==> config.mk <==
export PLATFORM = sky130hd
export DESIGN_NAME = core_launch_seq
export DESIGN_NICKNAME = d
export VERILOG_FILES = /design/src/rtl/launch_pkg.sv /design/src/rtl/launch_word_sel.sv /design/src/rtl/launch_seq_fsm.sv /design/src/rtl/core_launch_seq.sv
export SDC_FILE = /design/constraint.sdc
export NUM_CORES = 1
export LEC_CHECK = 0
export ABC_CLOCK_PERIOD_IN_PS = 4100
export BUFFER_PORTS_ARGS = -buffer_cell sky130_fd_sc_hd__buf_4
export CAP_MARGIN = 5
export CORE_MARGIN = 3
export CORE_UTILIZATION = 45
export DETAILED_ROUTE_END_ITERATION = 16
export GPL_ROUTABILITY_DRIVEN = 0
export PLACE_DENSITY = 0.71
export SETUP_SLACK_MARGIN = 0.5
export SLEW_MARGIN = 25
export SYNTH_ARGS = -nofsm -noshare
export SYNTH_HDL_FRONTEND = slang
export SYNTH_SLANG_ARGS = --single-unit
==> constraint.sdc <==
create_clock -name clk -period 4.1 [get_ports clk]
set_input_delay 1.23 -clock clk [delete_from_list [all_inputs] [get_ports clk]]
set_output_delay 1.23 -clock clk [all_outputs]
set_load 0.02 [all_outputs]
==> src/rtl/launch_pkg.sv <==
package launch_pkg;
   localparam int NUM_WORDS = 6;

   typedef enum logic [2:0] {
      ST_IDLE,
      ST_SEL,
      ST_DRAIN,
      ST_WAKE,
      ST_PUSH,
      ST_ECHO
   } seq_state_t;
endpackage

==> src/rtl/launch_word_sel.sv <==
module launch_word_sel #(
   parameter int WORD_W = 32,
   parameter int IDX_W  = 3
) (
   input  logic [IDX_W-1:0]  idx,
   input  logic [WORD_W-1:0] vec_q,
   input  logic [WORD_W-1:0] sp_q,
   input  logic [WORD_W-1:0] entry_q,
   output logic [WORD_W-1:0] word,
   output logic              word_zero
);
   always_comb begin
      case (idx)
         IDX_W'(2): word = WORD_W'(1);
         IDX_W'(3): word = vec_q;
         IDX_W'(4): word = sp_q;
         IDX_W'(5): word = entry_q;
         default:   word = '0;
      endcase
   end

   assign word_zero = (word == '0);
endmodule

==> src/rtl/launch_seq_fsm.sv <==
module launch_seq_fsm
   import launch_pkg::*;
#(
   parameter int IDX_W    = 3,
   parameter int LAST_IDX = 5
) (
   input  logic             clk,
   input  logic             rst_n,
   input  logic             start,
   input  logic             word_zero,
   input  logic             echo_match,
   input  logic             tx_ready,
   input  logic             rx_valid,
   output logic [IDX_W-1:0] idx,
   output logic             accept,
   output logic             finish,
   output logic             tx_push,
   output logic             rx_pop,
   output logic             wake,
   output logic             busy,
   output logic             done
);
   seq_state_t       st_q, st_d;
   logic [IDX_W-1:0] idx_d;

   always_comb begin
      st_d    = st_q;
      idx_d   = idx;
      accept  = 1'b0;
      finish  = 1'b0;
      tx_push = 1'b0;
      rx_pop  = 1'b0;
      wake    = 1'b0;
      case (st_q)
         ST_IDLE: if (start) begin
            accept = 1'b1;
            idx_d  = '0;
            st_d   = ST_SEL;
         end
         ST_SEL:   st_d = word_zero ? ST_DRAIN : ST_PUSH;
         ST_DRAIN: begin
            rx_pop = rx_valid;
            if (!rx_valid) st_d = ST_WAKE;
         end
         ST_WAKE: begin
            wake = 1'b1;
            st_d = ST_PUSH;
         end
         ST_PUSH: begin
            tx_push = tx_ready;
            if (tx_ready) st_d = ST_ECHO;
         end
         ST_ECHO: if (rx_valid) begin
            rx_pop = 1'b1;
            if (!echo_match) begin
               idx_d = '0;
               st_d  = ST_SEL;
            end else if (idx == IDX_W'(LAST_IDX)) begin
               finish = 1'b1;
               st_d   = ST_IDLE;
            end else begin
               idx_d = idx + 1'b1;
               st_d  = ST_SEL;
            end
         end
         default: st_d = ST_IDLE;
      endcase
   end

   always_ff @(posedge clk or negedge rst_n) begin
      if (!rst_n) begin
         st_q <= ST_IDLE;
         idx  <= '0;
         done <= 1'b0;
      end else begin
         st_q <= st_d;
         idx  <= idx_d;
         done <= finish;
      end
   end

   assign busy = (st_q != ST_IDLE);
endmodule

==> src/rtl/core_launch_seq.sv <==
module core_launch_seq
   import launch_pkg::*;
#(
   parameter int WORD_W = 32
) (
   input  logic              clk,
   input  logic              rst_n,
   input  logic              start,
   input  logic [WORD_W-1:0] vec_base,
   input  logic [WORD_W-1:0] stack_top,
   input  logic [WORD_W-1:0] entry_addr,
   input  logic              irq_wr,
   input  logic              irq_wdata,
   output logic              irq_en,
   output logic              busy,
   output logic              done,
   output logic              wake,
   output logic              tx_push,
   output logic [WORD_W-1:0] tx_data,
   input  logic              tx_ready,
   output logic              rx_pop,
   input  logic [WORD_W-1:0] rx_data,
   input  logic              rx_valid
);
   localparam int IDX_W    = $clog2(NUM_WORDS);
   localparam int LAST_IDX = NUM_WORDS - 1;

   generate
      if (WORD_W < 8) begin : g_bad_width
         $error("core_launch_seq: WORD_W must be at least 8");
      end
   endgenerate

   logic [WORD_W-1:0] vec_q, sp_q, entry_q, word;
   logic [IDX_W-1:0]  idx;
   logic              word_zero, accept, finish;
   logic              irq_q, irq_saved;

   launch_word_sel #(.WORD_W(WORD_W), .IDX_W(IDX_W)) u_sel (
      .idx(idx), .vec_q(vec_q), .sp_q(sp_q), .entry_q(entry_q),
      .word(word), .word_zero(word_zero)
   );

   launch_seq_fsm #(.IDX_W(IDX_W), .LAST_IDX(LAST_IDX)) u_fsm (
      .clk(clk), .rst_n(rst_n), .start(start),
      .word_zero(word_zero), .echo_match(rx_data == word),
      .tx_ready(tx_ready), .rx_valid(rx_valid),
      .idx(idx), .accept(accept), .finish(finish),
      .tx_push(tx_push), .rx_pop(rx_pop), .wake(wake),
      .busy(busy), .done(done)
   );

   always_ff @(posedge clk or negedge rst_n) begin
      if (!rst_n) begin
         vec_q   <= '0;
         sp_q    <= '0;
         entry_q <= '0;
      end else if (accept) begin
         vec_q   <= vec_base;
         sp_q    <= stack_top;
         entry_q <= entry_addr;
      end
   end

   always_ff @(posedge clk or negedge rst_n) begin
      if (!rst_n) begin
         irq_q     <= 1'b0;
         irq_saved <= 1'b0;
      end else if (accept) begin
         irq_saved <= irq_wr ? irq_wdata : irq_q;
         irq_q     <= 1'b0;
      end else if (finish) begin
         irq_q <= irq_wr ? irq_wdata : irq_saved;
      end else if (busy) begin
         if (irq_wr) irq_saved <= irq_wdata;
      end else if (irq_wr) begin
         irq_q <= irq_wdata;
      end
   end

   assign irq_en  = irq_q;
   assign tx_data = word;
endmodule

==> results_dict.tcl, run 1 <==
set metrics [dict create \
    core_area_sq_um 12700 \
    ir_worst_vdd_mv 0.221 \
    clock_sinks 105 \
    fin_ws_ns 0.485 \
    pre_cts_slack_ns 0.501 \
    syn-num-nets 872 \
    setup_viol 0 \
    dpl.cell_count 1045 \
    slew_violations 0 \
    netlist_top_cells_area "dfrtp_1, nand2_1, a32oi_1, nor2_1, a22oi_1" \
    grt_use_total 0.291 \
    fin_cells 1068 \
    synth_largest_area_cell "dfrtp_1" \
    yosysSeqAreaShare 0.449 \
    dpl.hpwl_mm 15.9 \
    fin_util 0.608 \
    antenna_cells 0 \
    cts_max_level 3 \
    hold_path.class "reg2reg" \
    synth_cells 732 \
    worstSkewPairLatency_ns 0.36 \
    dpl_cell_area_sq_um 7270 \
    rsz0062_at_grt "yes" \
    drt-initial-drc-count 716 \
    clk_pin_slew_ns 0.07 \
    antenna_found_initial 0 \
    netlist_area_sq_um 5850 \
    synth_most_common_cell "nand2_1" \
    design_area_sq_um 7710 \
    fillers 1150 \
    ys_warn_count 0 \
    status "finished, final reports clean" \
    leakagePower_nw 3.80 \
    holdBufCountCts 0 \
    layout.nets 1032 \
    critPathCaptureType "output pin" \
    vias_per_cell 5.98 \
    die_w_um 120 \
    synth_flop_cell "dfrtp_1" \
    cts_tree "yes" \
    drive_above_1_share 0.261 \
    fmax_mhz 277 \
    wire_per_inst_um 20.1 \
    p_per_area_nw_per_um2 535 \
    vias 6383 \
    gr-total-overflow 0 \
    num_rows 41 \
    max_slew_margin 0.459 \
    ys_ff_latch 105 \
    clockRootBuffer "clkbuf_16" \
    ant_nets 0 \
    dieArea_sq_um 14400 \
    drc 0 \
    grt_start_max_net_pins 106 \
    worst_pin_slew_ns 0.811 \
    clockBufferDepth 2 \
    first_pass_iters 6 \
    cts_buffers 9 \
    io_pins 173 \
    critical_path_class "reg2out" \
    critPathMaxFanout 31 \
    skew_ns 0.00659 \
    grt_pass1_vias 6049 \
    chipHeight_um 120 \
    cp.arrival_ns 2.39 \
    fin_crit_ns 3.62 \
    maxCapViolCount 0 \
    required_ns 2.87 \
    synth_area_per_cell_sq_um 7.99 \
    synth.top_cells.by_count "nand2_1, dfrtp_1, nor2_1, inv_1, clkbuf_1" \
    final_hold_viol_count 0 \
    routed_wl_mm 21.4 \
    hold_ws_ns 0.475 \
    portBuffers 172 \
    timing.final.crit_share 0.882 \
    synth_enable_flop_cells 0 \
    start_util 0.462 \
    yosys.cell_types.count 63 \
    tns_ns 0 \
    yosys.area.top_type_share 0.449 \
    grt_pass1_wl_mm 32.6 \
    syn2layout_area_growth_pct 31.8 \
    synthArstFlopShare 1.00 \
    start_kind "register" \
    total_power_mw 4.12 \
]
## cells in the final DEF (no fill, tap or decap), drive strengths merged, types with 12 or more instances in the layout
master | synthesis | final
buf | 27 | 194
nor3 | 15 | 15
nor2b | 13 | 13
nor4 | 17 | 17
a21boi | 14 | 14
a22oi | 14 | 14
a21oi | 14 | 14
a32oi | 17 | 17
dfrtp | 105 | 105
nor2 | 37 | 37
inv | 22 | 22
o22ai | 12 | 12
nand2 | 300 | 300
clkbuf | 19 | 12
o21ai | 15 | 15
## sequential cells by signal, summed over array words and instances (netlist names)
signal and count:
sp_q 32, irq_saved 1, vec_q 32, u_fsm.st_q 3, u_fsm.idx 3, entry_q 32, irq_en 1, u_fsm.done 1
## final timing paths
check	from	endpoint	slack [ns]	depth (start not counted)
min in group asynchronous	rst_n	sp_q[15]	0.90	2
worst min register to register	entry_q[4]	entry_q[4]	0.47	2
max in group asynchronous	rst_n	u_fsm.idx[0]	2.70	2
worst max register to register	u_fsm.idx[2]	irq_en	0.65	10
worst max-delay path	u_fsm.idx[2]	tx_data[5]	0.48	5
worst min-delay path	entry_q[4]	entry_q[4]	0.47	2
## area by class of cell
cell class | count | area [sq um] | share of cell area
tap | 172 | 215 | 0.0279
multi-input combinational | 560 | 3000 | 0.389
sequential | 105 | 2630 | 0.341
clock inverter | 3 | 65.1 | 0.00844
inverter | 22 | 82.6 | 0.0107
clock buffer | 12 | 246 | 0.0320
timing repair buffer | 194 | 1470 | 0.191
## critical path: stages (launching register included)
cell and delay [ns]:
dfrtp_2 0.45, buf_4 0.27, and2_4 0.28, a222oi_1 0.66, nor2_1 0.15, buf_4 0.20
## power breakdown
part | total (mW) | internal [mW] | switching [mW]
combinational | 1.28 | 0.509 | 0.767
sequential | 1.92 | 1.52 | 0.402
clock | 0.925 | 0.548 | 0.377
total | 4.12 | 2.57 | 1.55
## what timing repair did
action                     CTS  global route
setup endpoints to repair   29            25
pin swaps                    3             3
resized for setup            5            18
gates cloned                 0             1
setup buffers                3             4
## cells by family after synthesis
| logic type | after synthesis | share of synthesized area |
|---|---|---|
| and+or+nand+nor | 413 | 0.301 |
| AOI/OAI and AO/OA | 138 | 0.180 |
| DFF | 105 | 0.449 |
| buffers and inverters | 68 | 0.0522 |
| adders and majority gates | 5 | 0.0107 |
| xor gates and xnor gates | 2 | 0.00428 |
| muxes | 1 | 0.00171 |
## per-layer routing
| metal | track usage | wire length (um) | vias to the layer above |
|---|---|---|---|
| met2 | 0.439 | 9390 | 446 |
| met4 | 0.126 | 957 | 2 |
| met3 | 0.0598 | 2390 | 88 |
| li1 | - | - | 2843 |
| met5 | 0 | 23 | - |
| met1 | 0.407 | 8660 | 3004 |
(Power assumes the default switching activity.)
==> run 2: changes to the inputs <==
--- a/config.mk
+++ b/config.mk
@@ -12,7 +12,7 @@
 export CORE_UTILIZATION = 45
 export DETAILED_ROUTE_END_ITERATION = 16
 export GPL_ROUTABILITY_DRIVEN = 0
-export PLACE_DENSITY = 0.71
+export PLACE_DENSITY_LB_ADDON = 0.05
 export SETUP_SLACK_MARGIN = 0.5
 export SLEW_MARGIN = 25
 export SYNTH_ARGS = -nofsm -noshare
==> run 2 against run 1 <==
Worst setup slack better by 0.011 ns. Non-clock buffer count down 2. Count of clock-buffer cells in the layout unchanged. Global-route usage down 0.34 points. Highest routed layer is now met4. Final cell count about the same. Hold slack better by 0.0078 ns. Critical path depth up 2.
==> results_dict.tcl, run 2 (same netlist as run 1, synthesis figures left out) <==
set metrics [dict create \
    design_area_sq_um 7690 \
    pre_cts_slack_ns 0.416 \
    drive_above_1_share 0.259 \
    dpl_cell_area_sq_um 7300 \
    cts_tree "yes" \
    mostFrequentLayoutCell "nand2_1" \
    start_util 0.462 \
    clockBufferDepth 2 \
    required_ns 2.87 \
    dieArea_sq_um 14400 \
    tns_ns 0 \
    critical_path_class "reg2out" \
    fmax_mhz 277 \
    antenna_cells 0 \
    routed_wl_mm 21.0 \
    num_rows 41 \
    cts_buffers 9 \
    ir_worst_vdd_mv 0.298 \
    worstSkewPairLatency_ns 0.36 \
    status "finished, final reports clean" \
    critPathMaxFanout 14 \
    setup_viol 0 \
    grt_pass1_wl_mm 32.0 \
    final_hold_viol_count 0 \
    chipHeight_um 120 \
    first_pass_iters 7 \
    clockRootBuffer "clkbuf_16" \
    rsz0062_at_grt "yes" \
    maxCapViolCount 0 \
    gr-total-overflow 0 \
    reg_top3 "entry_q (32), sp_q (32), vec_q (32)" \
    timing.final.crit_share 0.879 \
    cpMostUsedCell "buf_4" \
    drt-initial-drc-count 820 \
    max_stage_delay_ns 0.43 \
    fin_ws_ns 0.496 \
    grt_pass1_vias 5995 \
    holdBufCountCts 0 \
    start_kind "register" \
    critPathCaptureType "output pin" \
    p_per_area_nw_per_um2 521 \
    ant_nets 0 \
    grt_use_total 0.288 \
    fillers 1147 \
    wire_per_inst_um 19.7 \
    max_slew_margin 0.487 \
    worst_pin_slew_ns 0.769 \
    slowest_stage "dfrtp_2" \
    skew_ns 0.00878 \
    antenna_found_initial 0 \
    clock_sinks 105 \
    fin_util 0.607 \
    hold_path.class "reg2reg" \
    layout.nets 1030 \
    grt_start_max_net_pins 83 \
    vias_per_cell 5.81 \
    slew_violations 0 \
    crit_chain "inv_1, ha_2, buf_4, a32oi_1, a21boi_0, nor2_1, buf_4" \
    portBuffers 172 \
    io_pins 173 \
    syn2layout_area_growth_pct 31.5 \
    cts_max_level 3 \
    cp.arrival_ns 2.37 \
    die_w_um 120 \
    dpl.hpwl_mm 16.1 \
    leakagePower_nw 3.78 \
    total_power_mw 4.00 \
    core_area_sq_um 12700 \
    vias 6197 \
    drc 0 \
    fin_crit_ns 3.60 \
    clk_pin_slew_ns 0.07 \
    final_cell_mix "nand2_1, buf_4, dfrtp_1" \
]
==> run 2: cell count changes in the layout (fill, tap and decap cells not counted), sizes merged <==
cell and change:
clkinvlp +2, buf -2, and2 +1, xnor2 -1, clkinv +1, bufinv -2
==> run 2: where the power goes <==
part	internal, mW	switching (mW)	total, mW
Combinational	0.501	0.746	1.25
Sequential	1.52	0.432	1.95
Clock	0.429	0.378	0.806
Total	2.45	1.56	4.00
==> run 2: layer usage <==
metal | share of wire | up-vias | GRT usage
li1 | - | 2846 | -
met1 | 0.41 | 2863 | 0.389
met2 | 0.44 | 407 | 0.441
met3 | 0.11 | 81 | 0.0730
met4 | 0.042 | 0 | 0.120
met5 | 0 | - | 0
==> run 2: layout make-up <==
type                            count  area, sq um  area share
Multi-Input combinational cell    560         3010       0.391
Sequential cell                   105         2630       0.342
Timing Repair Buffer              192         1480       0.192
Clock buffer                       12          246      0.0321
Tap cell                          172          215      0.0280
Inverter                           22         82.6      0.0107
Clock inverter                      4         28.8     0.00374
==> run 2: timing repair <==
| action | CTS | global route |
|---|---|---|
| setup buffers | 4 | 1 |
| endpoints found under the setup margin | 31 | 21 |
| resized for setup | 10 | 11 |
| pin swaps | 3 | 3 |
| gates cloned | 0 | 1 |
==> run 2: per-stage QoR <==
step / instances / hold WS, ns
final: 1067 / 0.483
after global routing: 1067 / 0.512
after CTS: 1065 / 0.486
after detailed placement: 1045 / 0.468
after global placement: 1045 / 0.462
after floorplan: 732 / 0.439
==> run 2: final timing paths <==
path	startpoint	endpoint	slack, ns	cells after the start
setup / recovery	u_fsm.idx[1]	tx_data[12]	0.50	7
hold / removal	vec_q[15]	vec_q[15]	0.48	2
setup reg to reg	u_fsm.idx[1]	irq_en	0.69	11
hold reg to reg	vec_q[15]	vec_q[15]	0.48	2
max in group asynchronous	rst_n	entry_q[31]	2.43	2
min in group asynchronous	rst_n	sp_q[8]	0.89	1
==> run 2: critical path: cells and delay by family, from the launching register on <==
family / cells / cell delay (ns)
buffers and inverters: 3 / 0.59
flip-flops: 1 / 0.43
adder cells (fa/ha/maj): 1 / 0.39
AO/OA/AOI/OAI: 2 / 0.31
AND/OR/NAND/NOR: 1 / 0.30
==> run 3: changes to the inputs <==
--- a/config.mk
+++ b/config.mk
@@ -5,7 +5,7 @@
 export SDC_FILE = /design/constraint.sdc
 export NUM_CORES = 1
 export LEC_CHECK = 0
-export ABC_CLOCK_PERIOD_IN_PS = 4100
+export ABC_CLOCK_PERIOD_IN_PS = 3300
 export BUFFER_PORTS_ARGS = -buffer_cell sky130_fd_sc_hd__buf_4
 export CAP_MARGIN = 5
 export CORE_MARGIN = 3
@@ -17,4 +17,5 @@
 export SLEW_MARGIN = 25
 export SYNTH_ARGS = -nofsm -noshare
 export SYNTH_HDL_FRONTEND = slang
+export SYNTH_HIERARCHICAL = 1
 export SYNTH_SLANG_ARGS = --single-unit
==> constraint.sdc (replaced) <==
create_clock -name clk -period 3.3 [get_ports clk]
set_input_delay 0.99 -clock clk [delete_from_list [all_inputs] [get_ports clk]]
set_output_delay 0.99 -clock clk [all_outputs]
set_load 0.02 [all_outputs]
==> run 3 against run 2 <==
Non-clock buffer count rose by 13. Critical path type unchanged. Sequential share of layout area rose by 0.65 points. Die area fell by 8.0%. Global-route usage fell by 6.1 points. Final cell count fell by 29%. First-iteration DRC count fell by 77%. Sequential power rose by 21%. Hold slack improved by 0.025 ns.
==> results_dict.tcl, run 3 <==
set metrics [dict create \
    status "finished, final reports clean" \
    start_util 0.465 \
    ant_nets 0 \
    slowest_stage "dfrtp_2" \
    use_met1 0.302 \
    rsz0062_at_grt "yes" \
    pre_cts_slack_ns 0.145 \
    power_frac_clock 0.209 \
    synth.top_cells.by_count "dfrtp_1, mux2_2, mux2i_1, xor2_1, o2bb2ai_1" \
    fillers 899 \
    hold-path-cell-count 1 \
    drive_above_1_share 0.596 \
    worst_pin_slew_ns 0.682 \
    mostFrequentLayoutCell "buf_4" \
    fin_ws_ns 0.482 \
    portBuffers 172 \
    gr-total-overflow 0 \
    r2r_cells 14 \
    drc 0 \
    vias 4082 \
    fmax_mhz 355 \
    maxCapViolCount 0 \
    yosys.cell_types.count 39 \
    chipHeight_um 115 \
    antenna_cells 0 \
    final_hold_viol_count 0 \
    critPathMaxFanout 16 \
    grt_pass1_wl_mm 22.9 \
    core_area_sq_um 11500 \
    layout.nets 747 \
    clockRootBuffer "clkbuf_16" \
    worstSkewPairLatency_ns 0.34 \
    fin_cells 757 \
    met2_usage 0.361 \
    wire_per_inst_um 20.2 \
    critical_path_class "reg2out" \
    ys_warn_count 6 \
    slew_violations 0 \
    critPathCaptureType "output pin" \
    clk_pin_slew_ns 0.07 \
    leakagePower_nw 3.43 \
    synth_enable_flop_cells 0 \
    antenna_found_initial 0 \
    cts_max_level 3 \
    p_seq_frac 0.471 \
    setup_viol 0 \
    drt-initial-drc-count 185 \
    required_ns 2.31 \
    p_int_mw 3.47 \
    swShare 0.304 \
    cts_tree "yes" \
    clock_sinks 105 \
    p_per_area_nw_per_um2 660 \
    skew_ns 0.00450 \
    synth_largest_area_cell "dfrtp_1" \
    crit_family "buffers and inverters" \
    tns_ns 0 \
    start_kind "register" \
    timing.final.crit_share 0.854 \
    net-switching-power_mw 1.52 \
    reg_top3 "entry_q (32), sp_q (32), vec_q (32)" \
    syn2layout_area_growth_pct 41.0 \
    die_w_um 115 \
    final_cell_mix "buf_4, dfrtp_1, mux2_2" \
    netlist_area_sq_um 5350 \
    design_area_sq_um 7550 \
    pwr-share-comb 0.321 \
    yosys.area.top_type_share 0.491 \
    crit_chain "and3b_4, buf_12, buf_4, o2bb2ai_1, buf_4, buf_4" \
    vias_per_cell 5.39 \
    max_slew_margin 0.545 \
    max_stage_delay_ns 0.42 \
    netlist_top_cells_area "dfrtp_1, mux2_2, mux2i_1, xor2_1, o2bb2ai_1" \
    path_depth 6 \
    synth_most_common_cell "dfrtp_1" \
    first_pass_iters 4 \
    hold_path.class "reg2reg" \
    grt_pass1_vias 4218 \
    cp.arrival_ns 1.83 \
    synth_area_per_cell_sq_um 12.8 \
    clockBufferDepth 2 \
    grt_start_max_net_pins 56 \
    synth_cells 418 \
    cpMostUsedCell "buf_4" \
    total_power_mw 4.99 \
    dpl.hpwl_mm 11.4 \
    top_usage_layer "met2" \
    ir_worst_vdd_mv 0.348 \
    ys_ff_latch 105 \
    routed_wl_mm 15.3 \
    synth_flop_cell "dfrtp_1" \
    yosysSeqAreaShare 0.491 \
    dpl_cell_area_sq_um 6870 \
    io_pins 173 \
    cts_buffers 9 \
    dpl.cell_count 722 \
    grt_use_total 0.227 \
    grtUsageMet3 0.0568 \
    fin_crit_ns 2.82 \
    dieArea_sq_um 13200 \
    syn-num-nets 555 \
    worst-path-buf-inv 4 \
    synthArstFlopShare 1.00 \
    num_rows 39 \
]
[run 3: cell types whose count changed after synthesis, sizes merged, moves of 17 or more]
cell     change
o2bb2ai     +24
mux2i       +31
clkbuf      -19
nand2      -285
mux2        +98
a32oi       -17
xor2        +31
nor2        -24
[run 3: kinds of logic (layout without fill, tap and decap cells)]
group | after synthesis | count (layout) | synth area share
DFF | 105 | 105 | 0.491
buffers and inverters | 32 | 228 | 0.0395
AOI/OAI and AO/OA | 47 | 47 | 0.0654
and+or+nand+nor | 70 | 70 | 0.0757
muxes | 130 | 130 | 0.272
xor gates and xnor gates | 32 | 32 | 0.0523
adders and majority gates | 2 | 2 | 0.00467
[run 3: final timing paths]
path / start / endpoint / slack [ns]
worst max register to register: u_fsm/idx[0] / irq_en / 0.52
worst min register to register: sp_q[31] / sp_q[31] / 0.51
max in group asynchronous: rst_n / entry_q[30] / 1.88
worst min-delay path: sp_q[31] / sp_q[31] / 0.51
worst max-delay path: u_fsm/idx[2] / tx_data[7] / 0.48
min in group asynchronous: rst_n / vec_q[17] / 0.69
[run 3: layer usage]
layer / wire, um / vias to the layer above / share of wire
li1: - / 1912 / -
met3: 1000 / 18 / 0.066
met1: 6660 / 2022 / 0.44
met4: 291 / 0 / 0.019
met5: 0 / - / 0
met2: 7330 / 130 / 0.48
[run 3: repair_timing]
action	CTS	global route
pin swaps	3	9
setup buffers	3	17
endpoints found under the hold margin	0	0
hold buffers	0	0
endpoints found under the setup margin	28	27
resized for setup	19	33
[run 3: power by group through the flow]
stage / sequential [mW] / clock [mW] / combinational (mW)
after global routing: 2.43 / 1.11 / 1.74
after floorplan: 2.19 / 0 / 1.23
after CTS: 2.32 / 1.06 / 1.58
after global placement: 2.31 / 0 / 1.52
final: 2.35 / 1.04 / 1.60
after detailed placement: 2.33 / 0 / 1.56
[run 3: final cells by class]
cell class	count	area, sq um	share of cell area
clock inverters	4	45.0	0.00597
repair buffers	205	1640	0.218
flip-flops and latches	105	2630	0.348
inverters	8	30.0	0.00398
well taps	143	179	0.0237
clock buffers	11	233	0.0308
multi-input cells	281	2790	0.369
[run 3: per-stage QoR]
stage	utilization	hold WS, ns
after CTS	0.630	0.510
after floorplan	-	0.475
after global routing	0.656	0.521
after global placement	0.597	0.489
after detailed placement	0.597	0.495
final	0.656	0.508
